[config.mk]
export PLATFORM = sky130hd
export DESIGN_NAME = nand_cp_seq
export DESIGN_NICKNAME = d
export VERILOG_FILES = /design/src/rtl/nand_cp_pkg.sv /design/src/rtl/nand_cp_guard.sv /design/src/rtl/nand_cp_addrgen.sv /design/src/rtl/nand_cp_status.sv /design/src/rtl/nand_cp_seq.sv
export SDC_FILE = /design/constraint.sdc
export NUM_CORES = 1
export LEC_CHECK = 0
export ABC_AREA = 1
export CAP_MARGIN = 15
export CORE_MARGIN = 1.5
export CORE_UTILIZATION = 28
export CTS_BUF_LIST = sky130_fd_sc_hd__clkbuf_16
export DETAILED_ROUTE_END_ITERATION = 8
export DONT_BUFFER_PORTS = 1
export SYNTH_ARGS = -nofsm -noshare
export SYNTH_HDL_FRONTEND = slang
export SYNTH_SLANG_ARGS = --single-unit
[constraint.sdc]
create_clock -name clk -period 3.65 [get_ports clk]
set_clock_uncertainty 0.1 [all_clocks]
set_input_delay 0.1825 -clock clk [delete_from_list [all_inputs] [get_ports clk]]
set_output_delay 0.1825 -clock clk [all_outputs]
set_load 0.01 [all_outputs]
[src/rtl/nand_cp_pkg.sv]
package nand_cp_pkg;

  typedef enum logic [2:0] {
    ST_IDLE, ST_LOAD, ST_ADDR, ST_DATA, ST_CLOSE, ST_STCMD, ST_STRD, ST_FIN
  } cp_state_t;

  localparam logic [7:0] OP_LOAD   = 8'h80;
  localparam logic [7:0] OP_CACHE  = 8'h15;
  localparam logic [7:0] OP_CONF   = 8'h10;
  localparam logic [7:0] OP_STATUS = 8'h70;

  localparam int SB_CACHE_RDY = 6;
  localparam int SB_ARRAY_RDY = 5;
  localparam int SB_PREV_ERR  = 1;
  localparam int SB_CUR_ERR   = 0;

  // A run fits when it is non-empty and ends at or before the block end
  function automatic logic run_fits(int unsigned offs, int unsigned cnt,
                                    int unsigned ppb);
    return (cnt != 0) && (offs + cnt <= ppb);
  endfunction

  // Address cycle idx of five: two zero column bytes, then row LSB first
  function automatic logic [7:0] addr_cycle(logic [23:0] row, logic [2:0] idx);
    logic [7:0] b;
    case (idx)
      3'd2:    b = row[7:0];
      3'd3:    b = row[15:8];
      3'd4:    b = row[23:16];
      default: b = 8'h00;
    endcase
    return b;
  endfunction

endpackage

[src/rtl/nand_cp_guard.sv]
module nand_cp_guard #(
  parameter int ROW_W         = 16,
  parameter int CNT_W         = 4,
  parameter int PAGES_PER_BLK = 4
) (
  input  logic [ROW_W-1:0] row,
  input  logic [CNT_W-1:0] cnt,
  output logic             ok
);
  import nand_cp_pkg::*;

  logic [31:0] offs;

  always_comb begin
    offs = 32'(row) % PAGES_PER_BLK;
    ok   = run_fits(offs, 32'(cnt), PAGES_PER_BLK);
  end
endmodule

[src/rtl/nand_cp_addrgen.sv]
module nand_cp_addrgen #(
  parameter int ROW_W = 16
) (
  input  logic [ROW_W-1:0] row,
  input  logic [2:0]       idx,
  output logic [7:0]       abyte
);
  import nand_cp_pkg::*;

  logic [23:0] row24;

  generate
    if (ROW_W >= 24) begin : g_trim
      assign row24 = row[23:0];
    end else begin : g_pad
      assign row24 = {{(24-ROW_W){1'b0}}, row};
    end
  endgenerate

  assign abyte = addr_cycle(row24, idx);
endmodule

[src/rtl/nand_cp_status.sv]
module nand_cp_status (
  input  logic [7:0] stat,
  input  logic       final_pg,
  output logic       go,
  output logic       prev_fail,
  output logic       cur_fail
);
  import nand_cp_pkg::*;

  assign go        = final_pg ? stat[SB_ARRAY_RDY] : stat[SB_CACHE_RDY];
  assign prev_fail = stat[SB_PREV_ERR];
  assign cur_fail  = stat[SB_CUR_ERR];
endmodule

[src/rtl/nand_cp_seq.sv]
module nand_cp_seq #(
  parameter int ROW_W         = 16,
  parameter int CNT_W         = 4,
  parameter int PAGE_BYTES    = 8,
  parameter int PAGES_PER_BLK = 4
) (
  input  logic             clk,
  input  logic             rst_n,
  input  logic             start,
  input  logic [ROW_W-1:0] start_row,
  input  logic [CNT_W-1:0] page_cnt,
  input  logic [7:0]       in_data,
  input  logic             in_valid,
  output logic             in_ready,
  output logic             bus_cle,
  output logic             bus_ale,
  output logic             bus_we,
  output logic             bus_re,
  output logic [7:0]       bus_dq,
  input  logic [7:0]       bus_din,
  output logic             busy,
  output logic             reject,
  output logic             res_valid,
  output logic [CNT_W-1:0] res_page,
  output logic             res_fail,
  output logic             done
);
  import nand_cp_pkg::*;

  localparam int BYTE_W = $clog2(PAGE_BYTES + 1);
  localparam logic [BYTE_W-1:0] LAST_BYTE = BYTE_W'(PAGE_BYTES - 1);

  cp_state_t        state;
  logic [ROW_W-1:0] row_q, first_q;
  logic [CNT_W-1:0] cnt_q, pidx;
  logic [2:0]       aidx;
  logic [BYTE_W-1:0] bidx;
  logic             cur_fail_q;

  // named internal events
  logic req_ok, page_last, data_hs, addr_done, page_full;
  logic stat_go, st_prev_fail, st_cur_fail;
  logic [7:0] addr_b;

  nand_cp_guard #(.ROW_W(ROW_W), .CNT_W(CNT_W), .PAGES_PER_BLK(PAGES_PER_BLK))
    u_guard (.row(start_row), .cnt(page_cnt), .ok(req_ok));

  nand_cp_addrgen #(.ROW_W(ROW_W))
    u_addr (.row(row_q), .idx(aidx), .abyte(addr_b));

  nand_cp_status u_stat (.stat(bus_din), .final_pg(page_last), .go(stat_go),
                         .prev_fail(st_prev_fail), .cur_fail(st_cur_fail));

  assign page_last = (pidx == cnt_q - CNT_W'(1));
  assign data_hs   = (state == ST_DATA) && in_valid;
  assign addr_done = (aidx == 3'd4);
  assign page_full = (bidx == LAST_BYTE);
  assign busy      = (state != ST_IDLE);

  always_comb begin
    bus_we = 1'b0; bus_cle = 1'b0; bus_ale = 1'b0; bus_re = 1'b0;
    bus_dq = 8'h00; in_ready = 1'b0;
    case (state)
      ST_LOAD:  begin bus_we = 1'b1; bus_cle = 1'b1; bus_dq = OP_LOAD; end
      ST_ADDR:  begin bus_we = 1'b1; bus_ale = 1'b1; bus_dq = addr_b; end
      ST_DATA:  begin in_ready = 1'b1; bus_we = in_valid; bus_dq = in_data; end
      ST_CLOSE: begin
        bus_we = 1'b1; bus_cle = 1'b1;
        bus_dq = page_last ? OP_CONF : OP_CACHE;
      end
      ST_STCMD: begin bus_we = 1'b1; bus_cle = 1'b1; bus_dq = OP_STATUS; end
      ST_STRD:  bus_re = 1'b1;
      default:  ;
    endcase
  end

  always_ff @(posedge clk) begin
    if (!rst_n) begin
      state <= ST_IDLE;
      row_q <= '0; first_q <= '0; cnt_q <= '0; pidx <= '0;
      aidx <= '0; bidx <= '0; cur_fail_q <= 1'b0;
      reject <= 1'b0; res_valid <= 1'b0; res_page <= '0;
      res_fail <= 1'b0; done <= 1'b0;
    end else begin
      reject    <= 1'b0;
      res_valid <= 1'b0;
      done      <= 1'b0;
      case (state)
        ST_IDLE: if (start) begin
          if (req_ok) begin
            row_q <= start_row; first_q <= start_row;
            cnt_q <= page_cnt; pidx <= '0;
            state <= ST_LOAD;
          end else begin
            reject <= 1'b1;
          end
        end
        ST_LOAD: begin aidx <= '0; state <= ST_ADDR; end
        ST_ADDR: begin
          aidx <= aidx + 3'd1;
          if (addr_done) begin bidx <= '0; state <= ST_DATA; end
        end
        ST_DATA: if (data_hs) begin
          bidx <= bidx + BYTE_W'(1);
          if (page_full) state <= ST_CLOSE;
        end
        ST_CLOSE: state <= ST_STCMD;
        ST_STCMD: state <= ST_STRD;
        ST_STRD: if (stat_go) begin
          if (pidx != '0) begin
            res_valid <= 1'b1;
            res_page  <= pidx - CNT_W'(1);
            res_fail  <= st_prev_fail;
          end
          if (page_last) begin
            cur_fail_q <= st_cur_fail;
            state      <= ST_FIN;
          end else begin
            pidx  <= pidx + CNT_W'(1);
            row_q <= row_q + ROW_W'(1);
            state <= ST_LOAD;
          end
        end
        ST_FIN: begin
          res_valid <= 1'b1; res_page <= pidx; res_fail <= cur_fail_q;
          done <= 1'b1; state <= ST_IDLE;
        end
        default: state <= ST_IDLE;
      endcase
    end
  end

  AST_IDLE_QUIET: assert property (@(posedge clk) disable iff (!rst_n)
    !busy |-> (!bus_we && !bus_re && !in_ready));
  AST_REJECT_IDLE: assert property (@(posedge clk) disable iff (!rst_n)
    reject |-> !busy);
  AST_STAY_IN_BLOCK: assert property (@(posedge clk) disable iff (!rst_n)
    busy |-> ((32'(row_q) / PAGES_PER_BLK) == (32'(first_q) / PAGES_PER_BLK)));
  AST_CTRL_EXCL: assert property (@(posedge clk) disable iff (!rst_n)
    !(bus_cle && bus_ale));
  AST_DATA_TAKEN: assert property (@(posedge clk) disable iff (!rst_n)
    (bus_we && !bus_cle && !bus_ale) |-> (in_valid && in_ready));
  AST_RW_EXCL: assert property (@(posedge clk) disable iff (!rst_n)
    !(bus_we && bus_re));
  AST_RES_RANGE: assert property (@(posedge clk) disable iff (!rst_n)
    res_valid |-> (res_page < cnt_q));
  AST_DONE_WITH_RES: assert property (@(posedge clk) disable iff (!rst_n)
    done |-> (res_valid && !busy));
  AST_BUSY_HOLD: assert property (@(posedge clk) disable iff (!rst_n)
    (busy && !done) |=> (busy || done));
endmodule

==> key figures, run 1 <==
Worst setup path
  • Required time of the critical path: around 3.7 ns
  • Reg2reg setup slack: about 1.1 ns
  • Setup crit end kind: register
  • Worst r2r src: state[1]$_SDFFE_PN0P_
  • Critical Path Start Type: register
  • Worst-path fanout max: 25
  • Worst EP arrival: roughly 2.6 ns
  • WS Path Type: reg -> reg
  • Register-to-Register Path Depth: 9
  • Endpoint of the worst register-to-register path: pidx[1]$_SDFFE_PN0P_

Drt
  • Antenna-violating nets left: 0
  • Drt pass-1 iters: 4
  • Metal-1 WL: 3.64 mm
  • DR top layer: met4
  • Residual DRC: 0
  • Met2 wire len: 3.81 mm
  • Initial drt markers: 194
  • Drt total wl: 8.26 mm
  • Vias: ~3.0k
  • Routed len/inst: between 10 and 15 microns
  • Vias per Instance: slightly below 5
  • Met3 wire len: just under 700 microns

Layout
  • Fill count: ~1.1k
  • Layout cells sized above 1: roughly 5.6%
  • Commonest non-fill, non-tap cells in the layout: 149 x nand2_1, 53 x nand3_1, 53 x inv_1
  • Layout area overhead: 11.0%
  • Most common cell after layout, fill and taps aside: nand2_1
  • Area occupied by multi-input gates: ~1800 sq um
  • Net count, final: roughly 530
  • Non-filler cells in the finished layout: about 620
  • Diode count: 0
  • Design area: 3290 sq um
  • Reg area: 861 sq um

CTS
  • CTS tree: done
  • CTS resizes: 0
  • Clock transition at the registers of the reported paths: 0.06 ns
  • CTS Sinks: 43
  • H-tree level count: 2
  • CTS Buf Count: 5
  • Clock root buffer master: clkbuf_16
  • Postcts setup bufs: 0
  • Clk buf depth: 2
  • Clk Latency, worst-skew pair: approximately 0.28 ns

Die
  • I/O pin count: slightly above 60
  • Die X: between 100 and 150 microns
  • Die area: around 11,000 sq um
  • Row Count: 37
  • Die H: about 110 microns
  • CORE AREA: around 10,000 sq um
  • Starting density of the core: between 20 and 30%

Hold path
  • Hold Path Sink: cur_fail_q$_SDFFE_PN0P_
  • Worst Hold Depth: 2
  • Hold crit path type: in -> reg
  • Hold Startpoint: bus_din[5]

Synthesis
  • Post-Syn Nets: 531
  • Cells after synthesis: approximately 480
  • Post-synthesis simple-gate area fraction: between 40 and 50%
  • Adder-cell share of the synthesized area: 5.75%
  • Post-synthesis mux area share: 0%
  • Fraction of synthesized cell area in xor and xnor cells: under 10%
  • Post-synthesis compound-gate area fraction: about an eighth
  • Post-synth EDFFs: 0
  • Yosys Warn Count: 0
  • Netlist cell types: 36
  • Flops & latches, synth: 43
  • Mapped Area: slightly below 3000 sq um
  • Post-synthesis sequential area ratio: between 20% and 30%
  • Syn_area_per_cell: 6.20 sq um
  • Main flop type after synthesis: dfxtp_1
  • Combinational family with the most area after synthesis: simple AND/OR/NAND/NOR gates
  • Async set-reset flop share out of synthesis: 0%

Global routing
  • First-pass GRT wire length: around 14 mm
  • Vias in the first global route: 2,895
  • Total track usage: roughly 15%
  • Largest net degree at the start of global routing: 26
  • Grt ovf: 0
  • Initial antenna violation count: 0

Placement
  • I/O Buffers: 0
  • DPL Wire Length: ~6.0 mm
  • Global placement routability congestion: slightly below 0.9
  • Placed cell area: just over 3000 sq um
  • Cells after DPL: approximately 600

Timing
  • Slew @ Worst Pin: 0.922 ns
  • Total negative slack: 0 ns
  • RSZ-0062 raised after global routing: false
  • Final period util: slightly below 70%
  • FMAX: 0.398 GHz
  • Final worst path period need: 2.51 ns
  • Rel. slew slack: between 30% and 40%
  • Fin. Hold Viols: 0
  • Finish-stage setup viols: 0
  • Slew Viols, Final: 0

Pwr
  • Maximum vdd drop: ~220 uV
  • P_leak: approximately 1.5 nW
  • Power per cell area: roughly 530 nW/um^2

Run status
  • Status: finished clean

Flow run
  • Max_cap viols: 0
[timing repair]
| item | CTS | global route |
|---|---|---|
| setup endpoints to repair | 0 | 0 |
| endpoints found under the hold margin | 23 | 0 |
| hold buffers | 7 | 0 |
[critical path, cell delays in order (launching register included)]
cell and delay, ns:
dfxtp_1 0.40, inv_2 0.08, nor2_2 0.11, nand2_2 0.31, inv_2 0.47, nand3_4 0.34, nand2_4 0.35, nand2_1 0.09
nand2_1 0.07, nor2_1 0.04
[worst max-delay path by stage]
stage                               start  cells after the start                endpoint  slack [ns]
finish              state[1]$_SDFFE_PN0P_                      9    pidx[1]$_SDFFE_PN0P_        1.14
global route        state[1]$_SDFFE_PN0P_                      9   row_q[8]$_SDFFE_PN0P_        0.91
CTS                 state[1]$_SDFFE_PN0P_                      9    pidx[1]$_SDFFE_PN0P_        1.13
detailed placement  state[1]$_SDFFE_PN0P_                      9    pidx[1]$_SDFFE_PN0P_        1.13
global placement    state[1]$_SDFFE_PN0P_                      9    pidx[1]$_SDFFE_PN0P_        1.20
floorplan                    start_row[0]                     15  row_q[12]$_SDFFE_PN0P_        1.70
[routing by layer]
metal  GRT usage (%)  up-vias
met4            5.12        0
met5               0        -
li1                -     1547
met3            3.65        8
met2            25.9       95
met1            19.3     1382
[stage by stage]
| stage | hold slack, ns | util (%) | setup WS (ns) | power, mW |
|---|---|---|---|---|
| 6_report | 0.00569 | 32.0 | 1.14 | 1.73 |
| 4_1_cts | 0.00565 | 32.0 | 1.13 | 1.74 |
| 3_3_place_gp | 0.208 | 29.7 | 1.20 | 1.21 |
| 2_1_floorplan | 0.217 | - | 1.70 | 1.10 |
| 3_5_place_dp | 0.213 | 29.7 | 1.13 | 1.22 |
| 5_1_grt | 0.0257 | 32.0 | 0.905 | 1.87 |
[where the power goes]
group	internal (mW)	switching, mW
sequential	0.548	0.0913
combinational	0.187	0.401
clock	0.319	0.187
total	1.05	0.679
[cells by family (layout without fill, tap and decap cells)]
group,Yosys count,after routing
AND/OR/NAND/NOR,274,274
flip-flops,43,43
AO/OA/AOI/OAI,69,69
adder cells (fa/ha/maj),13,13
buffers and inverters,73,75
XOR/XNOR,6,6
[layout make-up]
type / count / share of cell area [%]
Clock buffer: 5 / 3.81
Inverter: 61 / 7.04
Tap cell: 136 / 5.18
Timing Repair Buffer: 7 / 2.13
Multi-Input combinational cell: 362 / 54.5
Clock inverter: 2 / 1.14
Sequential cell: 43 / 26.2
[sequential cells by signal (all words and copies together), names as in the netlist]
| register | cells |
|---|---|
| cnt_q | 4 |
| res_valid | 1 |
| res_fail | 1 |
| aidx | 3 |
| row_q | 16 |
| bidx | 4 |
| reject | 1 |
| pidx | 4 |
| cur_fail_q | 1 |
| done | 1 |
| res_page | 4 |
| state | 3 |
[Yosys cell counts, drive strengths merged, types with 6 or more instances]
cell type	n	share of area [%]
nor3	7	1.2
a21oi	31	5.2
nand4	6	1.3
inv	60	7.7
buf	7	1.9
nand2	153	20
dfxtp	43	29
nand3	57	11
ha	12	5.1
nor2	46	6.3
o22ai	6	1.3
o21ai	22	3.7
Note: power is estimated with default switching activity, not from simulation.
==> run 2: changes to the inputs <==
--- a/config.mk
+++ b/config.mk
@@ -5,7 +5,7 @@
 export SDC_FILE = /design/constraint.sdc
 export NUM_CORES = 1
 export LEC_CHECK = 0
-export ABC_AREA = 1
+export ABC_AREA = 0
 export CAP_MARGIN = 15
 export CORE_MARGIN = 1.5
 export CORE_UTILIZATION = 28
==> constraint.sdc (replaced) <==
create_clock -name clk -period 2.4 [get_ports clk]
set_clock_uncertainty 0.1 [all_clocks]
set_input_delay 0.12 -clock clk [delete_from_list [all_inputs] [get_ports clk]]
set_output_delay 0.12 -clock clk [all_outputs]
set_load 0.01 [all_outputs]
==> key figures, run 2 <==
Layout
  • Max reg flops: 16 (unchanged)
  • Design area: 3430 sq um (+4.2%)
  • Most common cell after layout, fill and taps aside: nand2_1
  • Fill count: 1,049 (-7.0%)
  • Diode count: 0 (unchanged)
  • Commonest non-fill, non-tap cells in the layout: 44 x nand2_1, 43 x dfxtp_1, 31 x a21oi_1
  • Biggest register: row_q
  • Layout cells sized above 1: 12.2% (+6.6 points)
  • Net count, final: 445 (-17%)
  • Layout area overhead: 16.8%

CTS
  • Clock root buffer master: clkbuf_16
  • Clock transition at the registers of the reported paths: 0.06 ns (about the same)
  • Clk Latency, worst-skew pair: 0.28 ns (about the same)
  • CTS Sinks: 43 (unchanged)
  • Clk buf depth: 2 (unchanged)
  • H-tree level count: 2 (unchanged)
  • CTS tree: done
  • CTS Buf Count: 5 (unchanged)

Placement
  • Placed cell area: 3170 sq um (+3.8%)
  • DPL Wire Length: 6.31 mm (+5.9%)
  • I/O Buffers: 0 (unchanged)
  • Global placement routability congestion: 0.856 (-1.4%)

Global routing
  • Initial antenna violation count: 0 (unchanged)
  • GR Layer Usage met3: 4.08% (+0.43 points)
  • First-pass GRT wire length: 14.4 mm (+4.2%)
  • Met1 Usage GRT: 22.3% (+2.9 points)
  • Total track usage: 16.0% (+0.60 points)
  • Vias in the first global route: 2,757 (-4.8%)
  • Largest net degree at the start of global routing: 36 (+38%)
  • Most used routing layer: met2
  • Grt ovf: 0 (unchanged)
  • GRT met2 Usage: 24.7% (-1.2 points)

Synthesis
  • Post-synth EDFFs: 0 (unchanged)
  • Main flop type after synthesis: dfxtp_1
  • Netlist cell types: 65 (+81%)
  • Syn_area_per_cell: 7.80 sq um (+26%)
  • Flops & latches, synth: 43 (unchanged)
  • Post-synthesis sequential area ratio: 29.4% (+0.29 points)
  • Top-count cell post-synth: nand2_1
  • Async set-reset flop share out of synthesis: 0% (unchanged)
  • Largest area contributor in the netlist: dfxtp_1
  • Mapped Area: 2930 sq um (-0.97%)
  • Post-synth top cells: 44 x nand2_1, 43 x dfxtp_1, 31 x a21oi_1
  • Post-Syn Nets: 429 (-19%)
  • Cells after synthesis: 376 (-21%)
  • Yosys Warn Count: 0 (unchanged)
  • Synth area leaders: dfxtp_1 29%, nand2_1 5.6%, a21oi_1 5.3%
  • Top-area cell type share of the netlist area: 29.4% (+0.29 points)

Pwr
  • P_leak: 1.29 nW (-13%)
  • Total power: 1.85 mW (+6.7%)
  • Maximum vdd drop: 359 uV (+62%)
  • Power per cell area: 540 nW/um^2 (+2.4%)

Drt
  • Antenna-violating nets left: 0 (unchanged)
  • Vias per Instance: 5.64 (+15%)
  • Vias: 2,983 (-1.6%)
  • Initial drt markers: 256 (+32%)
  • Drt total wl: 8.75 mm (+6.0%)
  • Residual DRC: 0 (unchanged)
  • Routed len/inst: 16.5 microns (+23%)
  • Drt pass-1 iters: 4 (unchanged)

Worst setup path
  • WS Path Type: reg -> reg
  • Critical Path Start Type: register
  • Worst-path fanout max: 13 (-48%)
  • Required time of the critical path: 2.53 ns (-1.16 ns)
  • Setup crit end kind: register
  • Worst EP arrival: 2.38 ns (-0.17 ns)

Timing
  • Fin. Hold Viols: 1 (+1)
  • Finish-stage setup viols: 0 (unchanged)
  • FMAX: 0.444 GHz (+11%)
  • RSZ-0062 raised after global routing: false
  • Slew Viols, Final: 0 (unchanged)
  • Hold WS: -0.00262 ns (-0.00831 ns)
  • Slew @ Worst Pin: 1.01 ns (+0.0913 ns)
  • Rel. slew slack: 32.2% (-6.1 points)
  • Total negative slack: 0 ns (unchanged)
  • Final period util: 93.9% (+25 points)
  • Final worst path period need: 2.25 ns (-0.259 ns)

Die
  • I/O pin count: 62 (unchanged)
  • Starting density of the core: 28.7% (-0.15 points)
  • CORE AREA: 10,200 sq um (-0.45%)
  • Die H: 105 microns (-0.47%)
  • Die X: 105 microns (-0.47%)
  • Row Count: 37 (unchanged)
  • Die area: 11,100 sq um (-0.94%)

Flow run
  • Max_cap viols: 0 (unchanged)

Hold path
  • Hold crit path type: in -> reg

Run status
  • Status: finished with violations
  • Failing checks: hold timing
run 2: cell types whose count changed after synthesis, moves of 6 or more:
cell      before  now
a221oi_1       0    8
nand2_1      149   44
or3_1          0    7
nand3_1       53   16
o21ai_0       22   15
a22oi_1        0   12
inv_1         53   14
nor2_1        43   28
inv_2          6    0
clkbuf_1       5   15
run 2: repair_timing:
action,CTS,global route
hold buffers,11,0
setup endpoints to repair,0,8
setup buffers,0,0
endpoints found under the hold margin,30,0
resized for setup,0,1
run 2: path summary, 6_finish.rpt:
check	startpoint	endpoint	slack (ns)	cells after the start
max	cnt_q[0]$_SDFFE_PN0P_	row_q[6]$_SDFFE_PN0P_	0.15	7
min	start_row[14]	row_q[14]$_SDFFE_PN0P_	-0.003	2
max reg2reg	cnt_q[0]$_SDFFE_PN0P_	row_q[6]$_SDFFE_PN0P_	0.15	7
min reg2reg	cur_fail_q$_SDFFE_PN0P_	cur_fail_q$_SDFFE_PN0P_	0.37	2
run 2: worst max-delay path, stage by stage (launching register included):
cell      delay [ns]
dfxtp_1         0.39
inv_1           0.06
ha_1            0.30
xor2_1          0.20
and3_4          0.25
a21boi_4        0.06
nor2_2          0.53
o221a_2         0.30
run 2: final cells by class:
class                      instances  area (sq um)  area share (%)
multi-input combinational        291          1900            55.4
timing repair buffer              34           295            8.62
clock buffer                       5           125            3.65
sequential                        43           861            25.1
inverter                          17          63.8            1.86
clock inverter                     3          12.5           0.365
tap                              136           170            4.97
run 2: cells by family (layout without fill, tap and decap cells):
logic type,after synthesis,count (layout),share of synthesized area (%)
and+or+nand+nor,144,144,24.8
AOI/OAI and AO/OA,125,125,30.8
xor gates and xnor gates,9,9,3.20
adders and majority gates,13,13,5.80
DFF,43,43,29.4
buffers and inverters,42,59,6.10
run 2: metrics by stage:
| stage | instances | util, % | setup slack, ns |
|---|---|---|---|
| 2_1_floorplan | 376 | - | 0.284 |
| 3_3_place_gp | 510 | 31.0 | 0.152 |
| 3_5_place_dp | 510 | 31.0 | 0.168 |
| 4_1_cts | 529 | 33.4 | 0.0482 |
| 5_1_grt | 529 | 33.5 | 0.0181 |
| 6_report | 529 | 33.5 | 0.146 |
run 2: report_power, final:
| part | switching, mW | internal, mW |
|---|---|---|
| combinational | 0.230 | 0.170 |
| sequential | 0.0434 | 0.750 |
| clock | 0.279 | 0.376 |
run 2: metal layers:
layer,part of all wire [%],wire length (microns)
met3,8.5,744
met5,0,0
met2,44,3880
met4,1.3,117
met1,46,4010
